`config.mk`:
```
export PLATFORM = sky130hd
export DESIGN_NAME = seg_relocator
export DESIGN_NICKNAME = d
export VERILOG_FILES = /design/src/rtl/relo_pkg.sv /design/src/rtl/relo_rst_sync.sv /design/src/rtl/relo_regfile.sv /design/src/rtl/relo_xlate.sv /design/src/rtl/seg_relocator.sv
export SDC_FILE = /design/constraint.sdc
export NUM_CORES = 1
export LEC_CHECK = 0
export ABC_AREA = 1
export BUFFER_PORTS_ARGS = -buffer_cell sky130_fd_sc_hd__buf_2
export CORE_MARGIN = 5
export CORE_UTILIZATION = 41
export CTS_CLUSTER_DIAMETER = 150
export DETAILED_ROUTE_END_ITERATION = 10
export SLEW_MARGIN = 20
export SYNTH_ARGS = -nofsm -noshare
export SYNTH_HDL_FRONTEND = slang
export SYNTH_SLANG_ARGS = --single-unit
```
`constraint.sdc`:
```
create_clock -name clk -period 3.3 [get_ports clk]
set_clock_uncertainty 0.2 [all_clocks]
set_input_delay 0.33 -clock clk [delete_from_list [all_inputs] [get_ports clk]]
set_output_delay 0.33 -clock clk [all_outputs]
set_load 0.03 [all_outputs]
```
`src/rtl/relo_pkg.sv`:
```
package relo_pkg;

  // Register select codes on the write port.
  typedef enum logic [1:0] {
    SEL_PBASE = 2'd0,
    SEL_PLIM  = 2'd1,
    SEL_DBASE = 2'd2,
    SEL_DLIM  = 2'd3
  } relo_sel_e;

  localparam int unsigned SIDE_IF = 0;
  localparam int unsigned SIDE_DT = 1;
  localparam int unsigned NSIDES  = 2;

endpackage

```
`src/rtl/relo_rst_sync.sv`:
```
module relo_rst_sync #(
  parameter int unsigned STAGES = 2
) (
  input  logic clk,
  input  logic rst_n,
  output logic srst_n
);

  logic [STAGES-1:0] chain_q;
  logic [STAGES-1:0] chain_d;

  always_comb begin
    chain_d = {chain_q[STAGES-2:0], 1'b1};
  end

  always_ff @(posedge clk or negedge rst_n) begin
    if (!rst_n) begin
      chain_q <= '0;
    end else begin
      chain_q <= chain_d;
    end
  end

  assign srst_n = chain_q[STAGES-1];

endmodule

```
`src/rtl/relo_regfile.sv`:
```
module relo_regfile
  import relo_pkg::*;
#(
  parameter int unsigned LA_W = 16,
  parameter int unsigned PA_W = 24,
  localparam int unsigned LM_W = LA_W + 1
) (
  input  logic            clk,
  input  logic            rst_n,
  input  logic            priv,
  input  logic            wr_en,
  input  logic [1:0]      wr_sel,
  input  logic [PA_W-1:0] wr_data,
  output logic [PA_W-1:0] pbase,
  output logic [LM_W-1:0] plim,
  output logic [PA_W-1:0] dbase,
  output logic [LM_W-1:0] dlim,
  output logic            illegal_wr
);

  relo_sel_e       sel;
  logic            wr_ok;
  logic            pbase_en, plim_en, dbase_en, dlim_en;
  logic [PA_W-1:0] pbase_q, dbase_q;
  logic [LM_W-1:0] plim_q, dlim_q;
  logic [LM_W-1:0] lim_d;
  logic            ill_q, ill_d;

  // Next-state decode.
  always_comb begin
    sel      = relo_sel_e'(wr_sel);
    wr_ok    = wr_en & priv;
    pbase_en = wr_ok && (sel == SEL_PBASE);
    plim_en  = wr_ok && (sel == SEL_PLIM);
    dbase_en = wr_ok && (sel == SEL_DBASE);
    dlim_en  = wr_ok && (sel == SEL_DLIM);
    lim_d    = wr_data[LM_W-1:0];
    ill_d    = wr_en & ~priv;
  end

  // State registers with explicit enables.
  always_ff @(posedge clk or negedge rst_n) begin
    if (!rst_n) begin
      pbase_q <= '0;
      plim_q  <= '0;
      dbase_q <= '0;
      dlim_q  <= '0;
      ill_q   <= 1'b0;
    end else begin
      if (pbase_en) pbase_q <= wr_data;
      if (plim_en)  plim_q  <= lim_d;
      if (dbase_en) dbase_q <= wr_data;
      if (dlim_en)  dlim_q  <= lim_d;
      ill_q <= ill_d;
    end
  end

  assign pbase      = pbase_q;
  assign plim       = plim_q;
  assign dbase      = dbase_q;
  assign dlim       = dlim_q;
  assign illegal_wr = ill_q;

endmodule

```
`src/rtl/relo_xlate.sv`:
```
module relo_xlate #(
  parameter int unsigned LA_W = 16,
  parameter int unsigned PA_W = 24,
  localparam int unsigned LM_W = LA_W + 1
) (
  input  logic [LA_W-1:0] la,
  input  logic [PA_W-1:0] base,
  input  logic [LM_W-1:0] lim,
  output logic [PA_W-1:0] pa,
  output logic            viol
);

  logic [LM_W-1:0] la_ext;
  logic [PA_W-1:0] la_pa;
  logic [PA_W-1:0] sum;

  always_comb begin
    la_ext = {1'b0, la};
    la_pa  = PA_W'(la);
    sum    = base + la_pa;
    viol   = (la_ext >= lim);
    pa     = viol ? '0 : sum;
  end

endmodule

```
`src/rtl/seg_relocator.sv`:
```
module seg_relocator
  import relo_pkg::*;
#(
  parameter int unsigned LA_W = 16,
  parameter int unsigned PA_W = 24
) (
  input  logic            clk,
  input  logic            rst_n,
  input  logic            priv,
  input  logic            wr_en,
  input  logic [1:0]      wr_sel,
  input  logic [PA_W-1:0] wr_data,
  input  logic [LA_W-1:0] if_la,
  output logic [PA_W-1:0] if_pa,
  output logic            if_viol,
  input  logic [LA_W-1:0] dt_la,
  output logic [PA_W-1:0] dt_pa,
  output logic            dt_viol,
  output logic            illegal_wr
);

  localparam int unsigned LM_W = LA_W + 1;

  logic            srst_n;
  logic [PA_W-1:0] pbase, dbase;
  logic [LM_W-1:0] plim, dlim;

  logic [PA_W-1:0] side_base [NSIDES];
  logic [LM_W-1:0] side_lim  [NSIDES];
  logic [LA_W-1:0] side_la   [NSIDES];
  logic [PA_W-1:0] side_pa   [NSIDES];
  logic            side_viol [NSIDES];

  relo_rst_sync #(.STAGES(2)) u_rst (
    .clk    (clk),
    .rst_n  (rst_n),
    .srst_n (srst_n)
  );

  relo_regfile #(.LA_W(LA_W), .PA_W(PA_W)) u_regs (
    .clk        (clk),
    .rst_n      (srst_n),
    .priv       (priv),
    .wr_en      (wr_en),
    .wr_sel     (wr_sel),
    .wr_data    (wr_data),
    .pbase      (pbase),
    .plim       (plim),
    .dbase      (dbase),
    .dlim       (dlim),
    .illegal_wr (illegal_wr)
  );

  always_comb begin
    side_base[SIDE_IF] = pbase;
    side_lim[SIDE_IF]  = plim;
    side_la[SIDE_IF]   = if_la;
    side_base[SIDE_DT] = dbase;
    side_lim[SIDE_DT]  = dlim;
    side_la[SIDE_DT]   = dt_la;
  end

  for (genvar s = 0; s < NSIDES; s++) begin : g_side
    relo_xlate #(.LA_W(LA_W), .PA_W(PA_W)) u_xl (
      .la   (side_la[s]),
      .base (side_base[s]),
      .lim  (side_lim[s]),
      .pa   (side_pa[s]),
      .viol (side_viol[s])
    );
  end

  assign if_pa   = side_pa[SIDE_IF];
  assign if_viol = side_viol[SIDE_IF];
  assign dt_pa   = side_pa[SIDE_DT];
  assign dt_viol = side_viol[SIDE_DT];

endmodule

```
==> out/summary.txt, run 1 <==
Final Cycle Share: 0.8945
CTS Buf Count: 9
detail-routed via count per cell: 4.721
H-tree depth: 3
Avg Cell Area, Syn: 6.482 um2
Least-Margin Pin Slew: 0.6092 ns
post-synth cell types: 35
top cells by count, synth: 372 x nand2_1, 196 x inv_1, 112 x nor2_1, 86 x o21ai_0, 85 x dfrtp_1
number of synthesis warnings: 0
global route overflow: 0
critical path launch point: u_regs.pbase[0]
met3 Use GR: 0.02143
number of cell rows: 48
Top Family by Delay on Critical Path: simple AND/OR/NAND/NOR gates
antenna diode count: 0
global-route wire length before repair: 32,950 um
Leak: 4.754 nW
HP Class: in -> reg
CP dominant cell by count: nand2_1
multiplexer share of the synthesized area: 0
# port buffers: 112
Post-Synthesis Cells: 1,114
pre-CTS WS: 0.6464 ns
PwrDens: 588.9 mW/mm2
Post-synth top flop: dfrtp_1
Die Span X: 142.7 um
Placed Cells: 1,438
Seq/Total Area, Yosys: 0.2946
FFs w/ async S/R, synth: 1.000
Worst setup EP type: primary output
Max Cap Viol: 0
largest net degree at the start of global routing: 49
Adder-Cell Fraction of Synth Area: 0.1164
ratio of cells with drive above 1 in the final layout: 0.1461
Hold Crit Start: wr_data[4]
footprint of the multi-input gates: 0.004239 mm2
Slew Limit Fails: 0
slowest CP cell: dfrtp_1
Synth Area in XOR/XNOR: 0.02305
Routed Antenna Nets: 0
Clock Tree Root: clkbuf_16
most frequent cell after synthesis: nand2_1
crit path max fanout: 3
post-route setup TNS: 0 ns
M1 GR Usage: 0.2801
CTS tree: built
initial core utilization: 0.4175
worst setup margin: 0.3482 ns
min cycle time layout: 2.952 ns
slowest cell delay on critical path: 0.41 ns
CP bufs+invs: 1
register area: 0.002131 mm2
CTS max path bufs: 2
number of synthesized flops with an enable pin: 0
Post-Syn Area: 0.007221 mm2
Clock Latency Late Sink: 0.34 ns
DR iter-0 viols: 303
WL per Instance: 13.66 um
Power, Total: 0.004914 W
Area Growth Syn to Fin: 15.56%
final setup vio count: 0
Required @ worst endpoint: 2.77 ns
total track usage: 0.2024
fillers: 1,837
final WL: 19,910 um
Synth Area in Simple Gates: 0.3557
flops & latches, synth: 85
area leader, netlist: dfrtp_1
DPL Wire Length: 16,720 um
Die Area: 0.02036 mm2
Worst-path clk slew: 0.07 ns
main area contributors after synthesis: dfrtp_1 29%, nand2_1 19%, ha_1 11%
clock sink count: 85
Slew headroom: 0.5939
DIE HEIGHT: 142.7 um
I/O pins: 113
initial antenna violation count: 0
# DRC: 0
fin nets: 1,355
largest family of logic cells by synthesized area: simple AND/OR/NAND/NOR gates
run status: finished clean
fmax: 338.8 MHz
GPL Wtd Cong: 0.8748
WP data arrival: 2.42 ns
crit-path cells: ha_1 -> fa_1 -> nand2_1 -> nand2_1 -> nand3_1 -> nand2_1 -> nand3_1 -> nand3_1 -> nand2_1 -> nand2_1 -> nor2_1 -> buf_2
peak supply drop: 0.3504 mV
vias in the first global route: 6,778
worst r2r src: u_rst.chain_q[1]
first drt pass iteration count: 5
met2 track demand over resource: 0.3375
Final Hold Fails: 0
fin cells: 1,457
syn nets: 1,242
post-synth top area share: 0.2946
RSZ-0062 raised after global routing: false
core area: 0.01730 mm2
via count: 6,878
CP Launch Type: flip-flop
worst setup path class: reg -> out
Synth Area in Compound Gates: 0.09045
global routing's busiest layer: met2
final cells by class:
cell class	count	share of cell area
timing repair buffer	121	0.07617
multi-input combinational	810	0.5080
clock inverter	6	0.008697
clock buffer	10	0.02744
tap	225	0.03374
sequential	85	0.2554
inverter	200	0.09057
metrics by stage:
stage	hold WS, ns	cell area (um2)	util
detailed placement	-0.08047	8013	0.4633
global route	0.01866	8344	0.4824
global placement	-0.08222	8013	0.4633
CTS	0.005541	8344	0.4824
floorplan	-0.1656	7221	-
finish	0.01558	8344	0.4824
layout by cell type, fill, tap and decap left out:
cell type      Yosys  layout
a21o_1             2       2
ha_1              64      64
a21oi_2            2       2
xnor2_1           12      12
clkbuf_1           8       1
nand3b_1           5       5
inv_8              0       1
nor2_8             1       1
clkinvlp_4         0       3
conb_1             1       1
clkbuf_16          0       9
buf_4              2       6
or2_1              2       2
o211ai_1           1       1
dlygate4sd3_1      0       3
nor2_4            16      16
o21ai_0           86      86
nand2_1          372     372
o21bai_1           1       1
a21oi_1           33      33
nor2_2             6       6
nand2_2           15      15
inv_2              3       3
fa_1               2       2
nor3_1             6       6
buf_2              8     112
dfrtp_1           85      84
xor2_1             7       7
inv_1            196     196
dfrtp_4            0       1
nand3_1           45      45
nor4_1             2       2
nor3_4             0       1
nand4_1           11      11
o21ai_1            2       2
bufinv_16          0       1
and2_1             2       2
nand2_4            1       1
inv_6              1       2
nor2_1           112     112
kinds of logic after synthesis:
| family | count (synthesis) |
|---|---|
| and+or+nand+nor | 597 |
| buffers and inverters | 219 |
| AOI/OAI and AO/OA | 127 |
| DFF | 85 |
| adders and majority gates | 66 |
| xor gates and xnor gates | 19 |
| other | 1 |
registers in the layout, indices dropped and copies added, names as in the netlist:
register and count:
u_regs.pbase 24, u_regs.dbase 24, u_regs.illegal_wr 1, u_rst.chain_q 2, u_regs.dlim 17, u_regs.plim 17
power by group:
part	total [W]	switching, W	internal (W)	leakage [nW]
clock	0.00102	0.000421	0.000594	0.137
sequential	0.00140	0.000161	0.00124	1.06
combinational	0.00250	0.00170	0.000806	3.56
timing repair:
item / in CTS / in global routing
gates resized for setup: 0 / 0
hold buffers: 3 / 0
setup endpoints to repair: 0 / 0
hold endpoints to repair: 3 / 0
buffers inserted: 0 / 0
routing by layer:
metal  part of all wire  up-vias  routed length (um)
met5                  0        -                   0
met4              0.021        0                 424
met3              0.039       31                 774
met2               0.46      146                9109
met1               0.48     3047                9597
li1                   -     3654                   -
path summary, 6_finish.rpt:
| check | end | slack [ns] | cells past startpoint |
|---|---|---|---|
| hold / removal | u_regs.dlim[4] | 0.02 | 3 |
| max in group asynchronous | u_regs.dbase[6] | 2.05 | 1 |
| setup reg to reg | u_regs.dbase[6] | 2.05 | 1 |
| hold reg to reg | u_regs.illegal_wr | 0.14 | 0 |
| min in group asynchronous | u_rst.chain_q[0] | 0.10 | 2 |
| setup / recovery | if_pa[14] | 0.35 | 12 |
Power figures use the tool's default switching activity.
==> run 2, diff against run 1 <==
Settings changed: GPL_TIMING_DRIVEN set to 0.
==> out/summary.txt, run 2 (same netlist as run 1, synthesis figures left out) <==
final setup vio count: 0 (unchanged)
WP data arrival: 2.52 ns (+0.10 ns)
# DRC: 0 (unchanged)
Worst-path clk slew: 0.06 ns (about the same)
most frequent cells in the layout: 372 x nand2_1, 196 x inv_1, 120 x buf_2
fin nets: 1,369 (+1.0%)
Least-Margin Pin Slew: 0.5881 ns (-0.02109 ns)
hold slack: 0.02395 ns (+0.008372 ns)
Leak: 4.822 nW (+1.4%)
CP bufs+invs: 1 (unchanged)
# port buffers: 112 (unchanged)
Slew Limit Fails: 0 (unchanged)
slowest cell delay on critical path: 0.44 ns (+0.03 ns)
total track usage: 0.2044 (+0.002035)
vias in the first global route: 6,813 (+0.52%)
slowest CP cell: fa_1
Required @ worst endpoint: 2.77 ns (about the same)
Reg2Reg Setup Slack: 2.21 ns (+0.16 ns)
global-route wire length before repair: 33,210 um (+0.77%)
Die Span X: 142.7 um (unchanged)
DPL Wire Length: 17,010 um (+1.8%)
min cycle time layout: 3.045 ns (+0.09368 ns)
antenna diode count: 0 (unchanged)
H-tree depth: 3 (unchanged)
Clock Latency Late Sink: 0.34 ns (about the same)
crit path max fanout: 3 (unchanged)
Slew headroom: 0.6058 (+0.01192)
ratio of cells with drive above 1 in the final layout: 0.1494 (+0.003294)
via count: 6,975 (+1.4%)
Worst setup EP type: primary output
clock sink count: 85 (unchanged)
detail-routed via count per cell: 4.745 (+0.51%)
Area Growth Syn to Fin: 17.31%
Max Cap Viol: 0 (unchanged)
fmax: 328.4 MHz (-3.1%)
largest net degree at the start of global routing: 52 (+6.1%)
initial antenna violation count: 0 (unchanged)
Clock Tree Root: clkbuf_16
PwrDens: 600.2 mW/mm2 (+1.9%)
Post-CTS Setup Repair Bufs: 0 (unchanged)
CTS max path bufs: 2 (unchanged)
DIE HEIGHT: 142.7 um (unchanged)
HP Class: in -> reg
Final Util: 0.4897 (+0.007306)
Final Cycle Share: 0.9229 (+0.02839)
global route overflow: 0 (unchanged)
DR iter-0 viols: 273 (-9.9%)
run status: finished clean
CTS tree: built
number of cell rows: 48 (unchanged)
RSZ-0062 raised after global routing: false
WL per Instance: 13.65 um (-0.12%)
commonest non-fill, non-tap cell in the layout: nand2_1
CP Launch Type: flip-flop
GPL Wtd Cong: 0.9319 (+6.5%)
crit-path cells: ha_1 -> fa_1 -> nand2_1 -> nand2_1 -> nand3_1 -> nand2_1 -> nand3_1 -> nand3_1 -> nand2_1 -> nand2_1 -> nor2_1 -> buf_2
peak supply drop: 0.4597 mV (+31%)
final WL: 20,060 um (+0.77%)
Routed Antenna Nets: 0 (unchanged)
CP dominant cell by count: nand2_1
Power, Total: 0.005084 W (+3.5%)
first drt pass iteration count: 5 (unchanged)
initial core utilization: 0.4175 (unchanged)
core area: 0.01730 mm2 (unchanged)
Top Family by Delay on Critical Path: simple AND/OR/NAND/NOR gates
CTS Buf Count: 9 (unchanged)
worst setup path class: reg -> out
I/O pins: 113 (unchanged)
Final Hold Fails: 0 (unchanged)
Die Area: 0.02036 mm2 (unchanged)
## run 2: what timing repair did
item,in CTS,in global routing
endpoints found under the hold margin,3,0
resized for setup,0,0
hold buffers,3,0
## run 2: path summary, 6_finish.rpt
path / startpoint / to / depth (start not counted)
worst min register to register: u_rst.chain_q[1] / u_regs.pbase[15] / 0
min in group asynchronous: u_rst.chain_q[1] / u_regs.pbase[15] / 0
worst max register to register: u_rst.chain_q[1] / u_regs.plim[7] / 1
worst min-delay path: wr_data[4] / u_regs.dlim[4] / 3
worst max-delay path: u_regs.pbase[0] / if_pa[14] / 12
max in group asynchronous: u_rst.chain_q[1] / u_regs.plim[7] / 1
## run 2: final cells by class
class / count / area (um2)
fill: 1841 / 8826
multi-input combinational: 810 / 4233
sequential: 85 / 2131
inverter: 200 / 755.7
timing repair buffer: 116 / 618.1
tap: 225 / 281.5
clock buffer: 10 / 239.0
clock inverter: 5 / 107.6
buffer: 19 / 105.1
## run 2: power breakdown
group | leakage, nW | internal (W) | switching, W
logic | 3.59 | 0.000833 | 0.00169
clock network | 0.169 | 0.000759 | 0.000401
registers | 1.06 | 0.00124 | 0.000164
total | 4.82 | 0.00283 | 0.00225
## run 2: through the flow
step / TNS [ns] / std cells / setup slack [ns] / area, um2
after floorplan: 0 / 1114 / 0.5573 / 7221
after global placement: -30.79 / 1451 / -0.3770 / 8063
after detailed placement: 0 / 1452 / 0.5863 / 8094
after CTS: 0 / 1470 / 0.2713 / 8471
after global routing: 0 / 1470 / 0.1053 / 8471
final: 0 / 1470 / 0.2545 / 8471
## run 2: worst min-delay path, stage by stage
cell and delay, ns:
buf_2 0.09, nand2_1 0.04, o21ai_0 0.06
## run 2: layer usage
layer / global-route usage / up-vias / part of all wire
li1: - / 3681 / -
met1: 0.2696 / 3108 / 0.46
met2: 0.3452 / 148 / 0.47
met3: 0.02210 / 38 / 0.041
met4: 0.07854 / 0 / 0.031
met5: 0 / - / 0
==> run 3, diff against run 2 <==
Settings changed: ABC_AREA 1 to 0.
==> out/summary.txt, run 3 <==
GPL Wtd Cong: 0.8758 (-6.0%)
core area: 0.01520 mm2 (-12%)
slowest cell delay on critical path: 0.49 ns (+0.05 ns)
Final Util: 0.5491 (+0.05941)
Avg Cell Area, Syn: 9.789 um2 (+51%)
slowest CP cell: or4b_4
most frequent cells in the layout: 84 x dfrtp_1, 82 x buf_2, 81 x mux2_2
DIE HEIGHT: 134.3 um (-5.9%)
CTS Buf Count: 9 (unchanged)
detail-routed via count per cell: 5.716 (+20%)
Clock Power Share: 0.160 (-0.068)
number of cell rows: 45 (-6.3%)
worst setup path class: reg -> out
Clock Latency Late Sink: 0.33 ns (about the same)
Post-synth top flop: dfrtp_1
Combinational Power Share: 0.584 (+0.088)
Post-Syn Area: 0.006334 mm2 (-12%)
internal power: 0.003243 W (+15%)
Area Growth Syn to Fin: 31.81%
CTS tree: built
Least-Margin Pin Slew: 0.7234 ns (+0.1352 ns)
commonest non-fill, non-tap cell in the layout: dfrtp_1
WL per Instance: 18.75 um (+37%)
Placed Cells: 948 (-35%)
Post-Synthesis Cells: 647 (-42%)
Slew Limit Fails: 0 (unchanged)
PwrDens: 692.9 mW/mm2 (+15%)
global-route wire length before repair: 28,900 um (-13%)
global route overflow: 0 (unchanged)
H-tree depth: 3 (unchanged)
Flop pwr share: 0.256 (-0.020)
DR iter-0 viols: 290 (+6.2%)
Worst setup EP type: primary output
post-synth cell types: 63 (+80%)
number of synthesis warnings: 0 (unchanged)
initial antenna violation count: 2 (+2)
global routing's busiest layer: met2
peak supply drop: 0.3649 mV (-21%)
CP bufs+invs: 1 (unchanged)
Clock Tree Root: clkbuf_16
# DRC: 0 (unchanged)
post-route design area: 0.008348 mm2 (-1.4%)
Die Area: 0.01803 mm2 (-11%)
WP data arrival: 2.74 ns (+0.22 ns)
Required @ worst endpoint: 2.77 ns (about the same)
total track usage: 0.1988 (-0.005619)
initial core utilization: 0.4166 (-0.0008369)
Leak: 3.767 nW (-22%)
most frequent cell after synthesis: dfrtp_1
top cells by count, synth: 85 x dfrtp_1, 81 x mux2_2, 64 x ha_1, 49 x a21oi_1, 38 x inv_1
ratio of cells with drive above 1 in the final layout: 0.4130 (+0.2636)
fin cells: 987 (-33%)
antenna diode count: 0 (unchanged)
RSZ-0062 raised after global routing: true
worst setup margin: 0.02856 ns (-0.2259 ns)
fillers: 1,397 (-24%)
Worst-path clk slew: 0.06 ns (about the same)
pre-CTS WS: -0.3225 ns (-0.9088 ns)
final setup vio count: 0 (unchanged)
DPL Wire Length: 13,910 um (-18%)
crit path max fanout: 5 (+2)
main area contributors after synthesis: dfrtp_1 34%, mux2_2 14%, ha_1 13%
Final Hold Fails: 0 (unchanged)
area leader, netlist: dfrtp_1
Top Family by Delay on Critical Path: simple AND/OR/NAND/NOR gates
number of synthesized flops with an enable pin: 0 (unchanged)
# port buffers: 112 (unchanged)
crit-path cells: ha_4 -> nand2_4 -> or4b_4 -> or2_4 -> or4_4 -> a32oi_2 -> buf_6
run status: finished clean
met2 track demand over resource: 0.3464 (+0.001166)
first drt pass iteration count: 5 (unchanged)
post-synth top area share: 0.3358 (+0.04126)
post-route setup TNS: 0 ns (unchanged)
HP Class: in -> reg
Final Cycle Share: 0.9913 (+0.06847)
CTS max path bufs: 2 (unchanged)
flops & latches, synth: 85 (unchanged)
CP Launch Type: flip-flop
syn nets: 775 (-38%)
FFs w/ async S/R, synth: 1.000 (unchanged)
Seq/Total Area, Yosys: 0.3358 (+0.04126)
I/O pins: 113 (unchanged)
Routed Antenna Nets: 0 (unchanged)
min cycle time layout: 3.271 ns (+0.2259 ns)
met3 Use GR: 0.04876 (+0.02666)
fmax: 305.7 MHz (-6.9%)
Net Switching: 0.002541 W (+13%)
fin nets: 922 (-33%)
vias in the first global route: 5,786 (-15%)
M1 GR Usage: 0.2552 (-0.01441)
clock sink count: 85 (unchanged)
largest net degree at the start of global routing: 49 (-5.8%)
final WL: 18,500 um (-7.8%)
DP Area: 0.007166 mm2 (-11%)
Die Span X: 134.3 um (-5.9%)
Sw Ratio: 0.4393 (-0.004212)
via count: 5,642 (-19%)
Slew headroom: 0.5151 (-0.09066)
Max Cap Viol: 0 (unchanged)
-- run 3: metrics by stage --
step           power, W  hold WS (ns)
2_1_floorplan  0.003479       -0.1656
3_3_place_gp   0.004174      -0.08374
3_5_place_dp   0.004241      -0.07249
4_1_cts        0.005460       0.03987
5_1_grt        0.006167       0.03497
6_report       0.005785       0.05366
-- run 3: cells by family (layout without fill, tap and decap cells) --
logic type / Yosys count / in the layout / synth area share
AOI/OAI and AO/OA: 185 / 186 / 0.1946
and+or+nand+nor: 141 / 141 / 0.1171
DFF: 85 / 85 / 0.3358
muxes: 84 / 84 / 0.1488
adders and majority gates: 66 / 66 / 0.1328
buffers and inverters: 60 / 211 / 0.03576
xor gates and xnor gates: 25 / 25 / 0.03457
other: 1 / 1 / 0.0005921
-- run 3: final timing paths --
path	start	end	slack, ns	cells after the start
setup / recovery	u_regs.dbase[12]	dt_pa[22]	0.03	7
min in group asynchronous	u_rst.chain_q[1]	u_regs.dlim[2]	0.11	0
setup reg to reg	u_regs.dbase[18]	u_regs.dbase[18]	2.13	2
hold reg to reg	u_rst.chain_q[1]	u_regs.dlim[2]	0.11	0
hold / removal	wr_data[21]	u_regs.pbase[21]	0.05	2
max in group asynchronous	u_rst.chain_q[1]	u_regs.dbase[23]	2.19	1
-- run 3: area by class of cell --
class / instances / area [um2] / area share
Buffer: 16 / 77.57 / 0.009293
Clock buffer: 10 / 239.0 / 0.02863
Clock inverter: 6 / 38.79 / 0.004646
Inverter: 39 / 146.4 / 0.01754
Multi-Input combinational cell: 503 / 4584 / 0.5492
Sequential cell: 85 / 2131 / 0.2552
Tap cell: 188 / 235.2 / 0.02818
Timing Repair Buffer: 140 / 895.9 / 0.1073
-- run 3: worst register-to-register path, delay by kind of cell, from the launching register on --
| family | cells | cell delay (ns) |
|---|---|---|
| buffers and inverters | 1 | 0.20 |
| muxes | 1 | 0.31 |
| DFF | 1 | 0.35 |
-- run 3: layer usage --
| layer | part of all wire | vias to the layer above |
|---|---|---|
| met5 | 0.0010 | - |
| met4 | 0.010 | 4 |
| met3 | 0.051 | 23 |
| met2 | 0.50 | 155 |
| met1 | 0.44 | 2750 |
| li1 | - | 2710 |
-- run 3: timing repair --
item                       in CTS  in global routing
hold buffers                    2                  0
cloned                          1                  0
setup endpoints to repair      49                 47
pin swaps                      17                 30
buffers inserted               11                 14
hold endpoints to repair        3                  0
gates resized for setup        67                105
-- run 3: power groups by stage --
| stage | Clock (W) | Combinational, W | Sequential (W) |
|---|---|---|---|
| after detailed placement | 0 | 0.00277 | 0.00147 |
| after global placement | 0 | 0.00270 | 0.00147 |
| final | 0.000924 | 0.00338 | 0.00148 |
| after floorplan | 0 | 0.00207 | 0.00141 |
| after CTS | 0.000949 | 0.00304 | 0.00147 |
| after global routing | 0.00100 | 0.00365 | 0.00151 |
